### config.mk
export PLATFORM = sky130hd
export DESIGN_NAME = pclk_srcmux
export DESIGN_NICKNAME = d
export VERILOG_FILES = /design/src/rtl/pclk_srcmux.sv
export SDC_FILE = /design/constraint.sdc
export NUM_CORES = 1
export LEC_CHECK = 0
export ABC_AREA = 1
export BUFFER_PORTS_ARGS = -buffer_cell sky130_fd_sc_hd__buf_2
export CORE_MARGIN = 2
export CORE_UTILIZATION = 46
export CTS_CLUSTER_SIZE = 24
export DETAILED_ROUTE_END_ITERATION = 10
export HOLD_SLACK_MARGIN = 0.03
export PLACE_DENSITY_LB_ADDON = 0.12
export REMOVE_ABC_BUFFERS = 1
export SLEW_MARGIN = 10
export SYNTH_ARGS = -nofsm -noshare
export SYNTH_HDL_FRONTEND = slang
export SYNTH_SLANG_ARGS = --single-unit
export TNS_END_PERCENT = 30
### constraint.sdc
create_clock -name clk -period 1.95 [get_ports clk]
set_clock_uncertainty 0.05 [all_clocks]
set_input_delay 0.0975 -clock clk [delete_from_list [all_inputs] [get_ports clk]]
set_output_delay 0.0975 -clock clk [all_outputs]
set_load 0.005 [all_outputs]
### src/rtl/pclk_srcmux.sv
module pclk_srcmux #(
  parameter int N_OUT = 6,
  parameter int REG_W = 32
) (
  input  logic             clk,
  input  logic             rst_n,
  input  logic             ext_mode,
  input  logic [REG_W-1:0] boot_cfg,
  input  logic             bus_we,
  input  logic [REG_W-1:0] bus_wdata,
  output logic [REG_W-1:0] bus_rdata,
  input  logic             pll_stb,
  input  logic [5:0]       fg_stb,
  input  logic [N_OUT-1:0] dis_req,
  input  logic [N_OUT-1:0] en_req,
  output logic [N_OUT-1:0] out_stb,
  output logic [N_OUT-1:0] out_on
);
  localparam int FW   = 5;
  localparam int USED = FW * N_OUT;

  logic [USED-1:0]       ctl, ctl_n;
  logic [N_OUT-1:0][2:0] rem, rem_n;
  logic [7:0]            srcv;
  logic                  unused_hi;

  assign srcv      = {fg_stb, pll_stb, 1'b0};
  assign bus_rdata = REG_W'(ctl);
  assign unused_hi = ^{bus_wdata[REG_W-1:USED], boot_cfg[REG_W-1:USED]};

  always_comb begin
    ctl_n = ctl;
    rem_n = rem;
    for (int i = 0; i < N_OUT; i++) begin
      if (dis_req[i])
        ctl_n[FW*i+2 +: 3] = 3'd0;
      else if (en_req[i])
        ctl_n[FW*i+2 +: 3] = rem[i];
      else if (bus_we) begin
        ctl_n[FW*i +: FW] = bus_wdata[FW*i +: FW];
        if (bus_wdata[FW*i+2 +: 3] != 3'd0)
          rem_n[i] = bus_wdata[FW*i+2 +: 3];
      end
    end
  end

  always_ff @(posedge clk) begin
    if (!rst_n) begin
      ctl <= boot_cfg[USED-1:0];
      for (int i = 0; i < N_OUT; i++)
        rem[i] <= (boot_cfg[FW*i+2 +: 3] != 3'd0) ? boot_cfg[FW*i+2 +: 3] : 3'd1;
    end else begin
      ctl <= ctl_n;
      rem <= rem_n;
    end
  end

  for (genvar g = 0; g < N_OUT; g++) begin : g_out
    logic [2:0] sel;
    logic [1:0] code, lim, cnt;
    logic       hit, fchg, o_q;

    assign sel  = ctl[FW*g+2 +: 3];
    assign code = ctl[FW*g +: 2];
    assign hit  = srcv[sel];
    assign fchg = ctl_n[FW*g +: FW] != ctl[FW*g +: FW];

    always_comb begin
      case (code)
        2'd0: lim = 2'd0;
        2'd1: lim = 2'd3;
        2'd2: lim = ext_mode ? 2'd2 : 2'd0;
        default: lim = 2'd1;
      endcase
    end

    always_ff @(posedge clk) begin
      if (!rst_n || fchg) begin
        cnt <= 2'd0;
        o_q <= 1'b0;
      end else if (hit) begin
        if (cnt >= lim) begin
          cnt <= 2'd0;
          o_q <= 1'b1;
        end else begin
          cnt <= cnt + 2'd1;
          o_q <= 1'b0;
        end
      end else
        o_q <= 1'b0;
    end

    assign out_stb[g] = o_q;
    assign out_on[g]  = sel != 3'd0;
  end
endmodule

# Word level (Yosys, flattened, before mapping)
# Cells that the tools add are included.
totals:
  reg_bits: 66
  inputBits: 87
  output_inout_bits: 44
  elab_cells: 216
op_classes:
  n_addsub: 6
  magnitude_cmp: 12
  eq_ne: 37
  muxes: 93
  n_bitwise: 6
  reduce_logical: 43
op_table:
  columns: ["cell", "n"]
  rows:
  - ["3-bit two-way mux", 42]
  - ["3-bit nonzero test", 18]
  - ["2-bit two-way mux", 19]
  - ["2-bit one-hot mux with 3 select lines", 6]
  - ["30-bit two-way mux", 1]
  - ["5-bit two-way mux", 6]
  - ["5-bit != test", 6]
  - ["3-bit by 4-bit < comparator with 1-bit output, second input constant", 6]
  - ["2-bit != test, second input constant", 12]
  - ["4-bit AND reduction", 6]
  - ["1-bit binary-select mux with 3-bit select", 6]
  - ["18-bit two-way mux", 1]
  - ["2-bit by 1-bit != test with 1-bit output, second input constant", 7]
  - ["2-bit by 1-bit adder with 2-bit output, second input constant", 6]
  - ["2-bit by 1-bit equality test with 1-bit output, second input constant", 6]
  - ["2-bit equality test, second input constant", 6]
  - ["2-bit >= comparator", 6]
  - ["2-bit logical NOT", 6]
  - ["1-bit two-way mux", 12]
  - ["2-bit OR reduction", 6]
  - ["1-bit logical OR", 6]
  - ["1-bit NOT", 6]
  - ["1-bit logical NOT", 1]

# Longest topological paths before layout
# Gate-level depths: netlist (run 1).
logic_depth:
  word_depth: 6
  ltp_mapped: 11
  depth_no_buf: 11

# Worst setup path before layout (run 1)
# No wires, ideal clock.
synth_path:
  path_type: "register -> register"
  from: "register ctl[16]"
  to: "register g_out[3].cnt[0]"
  setup_time_ns: 0.065
  arrival_ns: 1.373
  required_ns: 1.835
  slack_ns: 0.462
  path_stages_with_launch: 12
  path_buffers: 0
  synth_period_minus_slack_ns: 1.488
  cell_sequence: "dfxtp_1 -> inv_1 -> o21ai_0 -> o21ai_0 -> ha_1 -> o21ai_0 -> nand2_1 -> nor2_1 -> nand2_1 -> o21ai_0 -> inv_1 -> nor2_1"
synth_via:
  elab_chain_cells: 5
  word_cells_on_any_way: 11
  cone_classes: "1 x order compare; 3 x eq/ne; 5 x mux; 2 x reduce/logical"
synth_lines:
  columns: ["item", "line_no", "rtl"]
  rows:
  - ["from (decl)", "22", "logic [USED-1:0] ctl, ctl_n;"]
  - ["from (signal assigned)", "49", "ctl <= boot_cfg[USED-1:0];"]
  - ["from (signal assigned)", "53", "ctl <= ctl_n;"]
  - ["parallel branches: the longest is 5 deep, another holds 2-bit >= comparator", null, null]
  - ["to (signal assigned)", "86", "cnt <= cnt + 2'd1;"]
  - ["to (decl)", "60", "logic [1:0] code, lim, cnt;"]
# Parallel ways; which one is timed is not known.
# A chain may end at the register's enable or synchronous reset.

# Worst setup path in the final report (run 1)
layout_path:
  from: "register ctl[1]"
  to: "register g_out[0].cnt[0]"
layout_via:
  elab_chain_cells: 5
  word_cells_on_any_way: 11
  cone_classes: "1 x order compare; 3 x eq/ne; 5 x mux; 2 x reduce/logical"
layout_lines:
  columns: ["item", "line_no"]
  rows:
  - ["parallel branches: the longest is 5 deep, another holds 2-bit >= comparator", null]
  - ["to (signal assigned)", "86"]
  - ["to (decl)", "60"]
# Parallel ways; which one is timed is not known.

==> results of run 1 <==
==> critical path: cells and delay by family, from the launching register on <==
family          cells  cell delay [ns]
fa+ha+maj           1             0.28
buf+inv             2             0.15
simple gates        4             0.35
compound gates      4             0.42
flops               1             0.34
==> synth_stat cells, drive strengths merged (9+ instances only) <==
library cell	number
ha	12
nor3	11
dfxtp	48
nand3	103
nand2	245
nor2	100
edfxtp	18
buf	18
o21ai	59
a21oi	9
inv	89
clkbuf	9
==> area by class of cell <==
| class | instances | area share [%] |
|---|---|---|
| clock buffer | 14 | 3.102 |
| clock inverter | 2 | 0.1700 |
| inverter | 89 | 5.672 |
| multi-input combinational | 564 | 43.45 |
| sequential | 66 | 25.49 |
| tap | 133 | 2.826 |
| timing repair buffer | 176 | 19.29 |
==> how the worst max path moves through the flow <==
stage / from / endpoint / slack, ns / cells past startpoint
after floorplan: ctl[16] / g_out[3].cnt[0] / 0.46 / 11
after global placement: ext_mode / g_out[4].cnt[0] / 0.37 / 12
after detailed placement: ctl[16] / g_out[3].cnt[0] / 0.31 / 11
after CTS: ctl[16] / g_out[3].cnt[0] / 0.29 / 11
after global routing: ctl[16] / g_out[3].cnt[0] / 0.06 / 11
final: ctl[1] / g_out[0].cnt[0] / 0.30 / 11
==> timing repair <==
action,in CTS,in global routing
hold buffers,45,0
endpoints found under the setup margin,0,0
endpoints found under the hold margin,42,0
==> state kept, by name (all words and copies together), names as in the netlist <==
signal	count
ctl	30
g_out.cnt	12
g_out.o_q	6
rem	18
==> routing by layer <==
metal	global-route usage, %	part of all wire, %	vias to the layer above	routed length, um
met5	0	0	-	0
met4	12.35	2.9	0	373
met3	3.495	4.6	28	591
met2	44.16	48	161	6240
met1	30.21	44	2313	5768
li1	-	-	2695	-
==> stage by stage <==
stage | cells | hold slack [ns]
after floorplan | 719 | 0.1434
after global placement | 983 | 0.2432
after detailed placement | 983 | 0.2512
after CTS | 1044 | 0.03105
after global routing | 1044 | 0.07448
final | 1044 | 0.03580
==> kinds of logic (layout without fill, tap and decap cells) <==
group	count (synthesis)	count (layout)	synth area share, %
and+or+nand+nor	466	466	42.57
other	1	2	0.08263
adders and majority gates	12	12	3.308
xor gates and xnor gates	6	6	1.158
buffers and inverters	116	281	10.61
DFF	66	66	33.09
AOI/OAI and AO/OA	78	78	9.181
==> power by group through the flow <==
stage	clock network, W	registers [W]	logic, W
after floorplan	0	0.00164	0.000564
after global placement	0	0.00166	0.000890
after detailed placement	0	0.00166	0.000919
after CTS	0.00116	0.00163	0.00100
after global routing	0.00122	0.00165	0.00115
final	0.00114	0.00163	0.00100
==> impl_metrics.csv, run 1 <==
group,metric,value,unit
outcome,outcome,"finished, final reports clean",
finish,num-fill-cells,938,
floorplan,initial_core_util,46.86,%
timing,drv_slew,0,
flow_run,maxCapViolations,0,
routing,drc,0,
clock_network,cts-root-buf,"clkbuf_8",
critical_path,rrSetupSlack,0.30,ns
critical_path,rr_startpoint,"ctl[1]",
logic_synthesis,netlist_area,4538,um^2
routing,post_drt_via_cell_ratio,4.978,
finish,multi_input_area,2559,um^2
global_route,gr-usage-all-layers,25.17,%
power_and_ir_drop,p_per_area,641.0,nW/um^2
finish,final_util,60.81,%
floorplan,rows,36,
critical_path,rr_worst_depth,11,
routing,first_pass_iters,7,
timing,postLayoutSetupSlackWorst,0.3014,ns
placement,placed_area,5246,um^2
global_route,grt_max_degree,38,
timing,fin_crit_sh,84.54,%
power_and_ir_drop,p_leak,3.024,nW
placement,place_hpwl,9459,um
clock_network,cts.sinks,66,
floorplan,floorplan.die_area,10680,um^2
floorplan,die_y,103.3,um
logic_synthesis,synth_top_area_share,21.17,%
clock_network,cts_tree,"built",
critical_path,critical-path-slowest-cell,"dfxtp_1",
critical_path,endpoint_kind,"register",
timing,rsz0062_at_grt,"no",
clock_network,clk_latency,0.35,ns
timing,slew_headroom,58.86,%
global_route,antenna_found_initial,0,
power_and_ir_drop,seqPwrFrac,43.2,%
logic_synthesis,synth_cells,745,
global_route,overflow,0,
critical_path,path_cells,"inv_1 -> o21ai_0 -> o21ai_0 -> ha_1 -> o21ai_0 -> nand2_1 -> nor2_1 -> nand2_1 -> o21ai_0 -> inv_1 -> nor2_1",
global_route,grt_pass1_vias,4850,
logic_synthesis,async_flop_share,0,%
timing,tightest_slew,0.6165,ns
critical_path,crit_type,"register to register",
logic_synthesis,synth.yosys.warnings,0,
timing,hold_violations,0,
clock_network,max-clock-path-buffers,2,
critical_path,critical_path_arrival,1.90,ns
timing,tns,0,ns
logic_synthesis,synth_ff_type,"dfxtp_1",
routing,antenna_left,0,
finish,layout-drive-gt1-share,17.01,%
clock_network,numCtsBuffers,9,
timing,setup_viol,0,
hold_path,min_to,"ctl[11]",
hold_path,min_path_cells,3,
logic_synthesis,avgSynthCellArea,6.091,um^2
critical_path,critPathMaxFanout,5,
power_and_ir_drop,power,0.003775,W
logic_synthesis,synth_seq_cells,66,
logic_synthesis,synth.distinct_cells,28,
critical_path,max_stage_delay,0.34,ns
power_and_ir_drop,power_frac_clock,30.2,%
finish,layout_common_cells,"nand2_1, buf_2, nand3_1, nor2_1, inv_1",
finish,fin_area,5889,um^2
critical_path,required,2.20,ns
logic_synthesis,synth_area_leaders,"dfxtp_1, nand2_1, edfxtp_1",
power_and_ir_drop,combPwrFrac,26.6,%
power_and_ir_drop,p_sw,0.001226,W
finish,area.sequential,1501,um^2
routing,drt_iter0_markers,183,
finish,diodes,0,
floorplan,io_pins,131,
power_and_ir_drop,ir_drop,0.3313,mV
placement,port_buffers,124,
routing,totalWireLength,12970,um
finish,area_growth,29.78,%
critical_path,crit_top_cell,"o21ai_0",
routing,vias,5197,
floorplan,dieWidth,103.3,um
clock_network,cts_setup_buffers,0,
power_and_ir_drop,swShare,32.46,%
logic_synthesis,seq_area_frac_synth,33.09,%
logic_synthesis,synth_edf_count,18,
power_and_ir_drop,internal_power,0.002549,W
routing,avgRoutedWirePerCell,12.43,um
clock_network,cts.htree.levels,3,
hold_path,hold_class,"primary input to register",
floorplan,core_area,9684,um^2
hold_path,min_from,"bus_wdata[11]",
finish,final_nets,1005,
finish,layout_commonest_cell,"nand2_1",
timing,fin_crit,1.649,ns
clock_network,clk_pin_slew_worst_paths,0.07,ns
critical_path,start_kind,"register",
timing,clock.fmax,606.6,MHz
placement,gp_congestion,0.8610,
clock_network,cts_resized,0,
critical_path,rr_endpoint,"g_out[0].cnt[0]",
logic_synthesis,synth_top_cell_by_area,"dfxtp_1",
global_route,grt_pass1_wl,20970,um
placement,place_ws,0.3073,ns
Power figures use the tool's default switching activity.
==> inputs of run 2 (changes only) <==
Clock period 1.95 ns to 1.6 ns, I/O delays scaled along.
==> run 2 against run 1 <==
Against the previous run: non-clock buffer count up 17; core utilization grew 2.3 points; worst setup slack got worse by 0.25 ns; critical endpoint is now g_out[1].cnt[1]; largest cell class unchanged; largest power group unchanged; highest routed layer unchanged.
==> impl_metrics.csv, run 2 (synthesized netlist as in run 1, its figures left out) <==
group,metric,value,unit
outcome,outcome,"finished, final reports clean",
global_route,grt_max_degree,57,
finish,largest_reg_flops,30,
power_and_ir_drop,ir_drop,0.4399,mV
finish,area_growth,34.63,%
clock_network,max-clock-path-buffers,2,
critical_path,start_kind,"register",
critical_path,path_cells,"inv_2 -> o21ai_2 -> o21ai_2 -> ha_1 -> o21ai_1 -> nand2_1 -> nor2_2 -> nand3_1 -> nand2_1 -> inv_1 -> nor2_1",
flow_run,maxCapViolations,0,
finish,largest_register,"ctl",
placement,gp_congestion,0.9063,
finish,layout_commonest_cell,"nand2_1",
clock_network,cts-root-buf,"clkbuf_8",
hold_path,hold_class,"primary input to register",
timing,fin_crit_sh,96.57,%
routing,vias,5364,
power_and_ir_drop,power_frac_clock,28.6,%
timing,fin_crit,1.545,ns
floorplan,rows,36,
power_and_ir_drop,swShare,32.69,%
floorplan,die_y,103.3,um
timing,hold_violations,0,
power_and_ir_drop,seqPwrFrac,42.7,%
timing,rsz0062_at_grt,"yes",
placement,port_buffers,124,
clock_network,cts.sinks,66,
power_and_ir_drop,p_leak,3.112,nW
critical_path,critical_path_arrival,1.80,ns
floorplan,dieWidth,103.3,um
routing,drc,0,
placement,place_hpwl,9615,um
clock_network,cts.htree.levels,3,
global_route,gr-usage-all-layers,25.75,%
finish,layout-drive-gt1-share,19.83,%
routing,post_drt_via_cell_ratio,5.056,
timing,slew_headroom,65.56,%
timing,drv_slew,0,
critical_path,crit_type,"register to register",
finish,diodes,0,
global_route,grt_pass1_vias,4898,
floorplan,core_area,9684,um^2
timing,postLayoutSetupSlackWorst,0.05494,ns
floorplan,io_pins,131,
finish,layout_common_cells,"nand2_1, buf_2, nand3_1, nor2_1, inv_1",
power_and_ir_drop,power,0.004671,W
routing,first_pass_iters,5,
routing,totalWireLength,13420,um
timing,holdWs,0.03942,ns
critical_path,required,1.86,ns
floorplan,floorplan.die_area,10680,um^2
floorplan,initial_core_util,46.86,%
finish,reg_top3,"ctl x30, rem x18, g_out.cnt x12",
clock_network,cts_tree,"built",
power_and_ir_drop,combPwrFrac,28.7,%
timing,tns,0,ns
global_route,antenna_found_initial,0,
timing,setup_viol,0,
finish,final_nets,1022,
clock_network,clk_latency,0.36,ns
routing,avgRoutedWirePerCell,12.65,um
global_route,grt_pass1_wl,21490,um
finish,stdcell_count,1061,
critical_path,max_stage_delay,0.36,ns
routing,drt_iter0_markers,223,
global_route,overflow,0,
placement,placed_cells,987,
power_and_ir_drop,p_sw,0.001527,W
placement,place_ws,-0.05223,ns
critical_path,critical-path-slowest-cell,"dfxtp_2",
power_and_ir_drop,internal_power,0.003144,W
routing,antenna_left,0,
clock_network,numCtsBuffers,9,
timing,tightest_slew,0.5112,ns
critical_path,endpoint_kind,"register",
critical_path,critPathMaxFanout,4,
power_and_ir_drop,p_per_area,764.5,nW/um^2
timing,clock.fmax,647.2,MHz
clock_network,clk_pin_slew_worst_paths,0.07,ns
==> run 2: changes by cell type in the layout (fill, tap and decap cells not counted), moves of 9 or more <==
cell,previous run,this run
o21ai_0,59,44
o21ai_1,0,11
dfxtp_1,48,38
dfxtp_2,0,9
dlygate4sd3_1,45,55
==> run 2: timing repair <==
action                                  in CTS  in global routing
pin swaps                                    2                 26
gates resized for setup                      9                 30
hold endpoints to repair                    46                  0
hold buffers                                55                  0
cloned                                       0                  0
setup buffers                                0                  3
endpoints found under the setup margin       7                 15
==> run 2: layout make-up <==
| type | instances | area [um^2] |
|---|---|---|
| Clock buffer | 14 | 172.7 |
| Clock inverter | 2 | 10.01 |
| Fill cell | 917 | 3575 |
| Inverter | 89 | 334.1 |
| Multi-Input combinational cell | 564 | 2584 |
| Sequential cell | 66 | 1516 |
| Tap cell | 133 | 166.4 |
| Timing Repair Buffer | 193 | 1326 |
==> run 2: power groups by stage <==
stage / sequential [W] / clock (W) / combinational (W)
after floorplan: 0.00200 / 0 / 0.000687
after global placement: 0.00201 / 0 / 0.00112
after detailed placement: 0.00202 / 0 / 0.00116
after CTS: 0.00198 / 0.00136 / 0.00129
after global routing: 0.00201 / 0.00143 / 0.00152
final: 0.00199 / 0.00134 / 0.00134
==> run 2: through the flow <==
step                      utilization [%]  area, um^2
final                               63.09        6110
after global routing                63.09        6110
after CTS                           62.49        6052
after detailed placement            54.87        5314
after global placement              54.87        5314
after floorplan                         -        4394
==> run 2: critical path: cells and delay by family (launching register included) <==
family / cells / cell delay, ns
compound gates: 3 / 0.26
fa+ha+maj: 1 / 0.26
buf+inv: 2 / 0.09
flops: 1 / 0.36
simple gates: 5 / 0.46
==> run 2: final timing paths <==
path / endpoint / slack [ns] / cells past startpoint / startpoint
min: ctl[16] / 0.04 / 3 / bus_wdata[16]
max: g_out[1].cnt[1] / 0.05 / 11 / ctl[6]
max reg2reg: g_out[1].cnt[1] / 0.05 / 11 / ctl[6]
min reg2reg: g_out[2].cnt[0] / 0.52 / 4 / g_out[2].cnt[0]
==> run 2: layer usage <==
metal | track usage [%] | vias to the layer above | wire length, um
li1 | - | 2735 | -
met4 | 9.109 | 0 | 255
met2 | 47.95 | 201 | 6765
met1 | 29.95 | 2405 | 5656
met5 | 0 | - | 0
met3 | 3.763 | 23 | 743
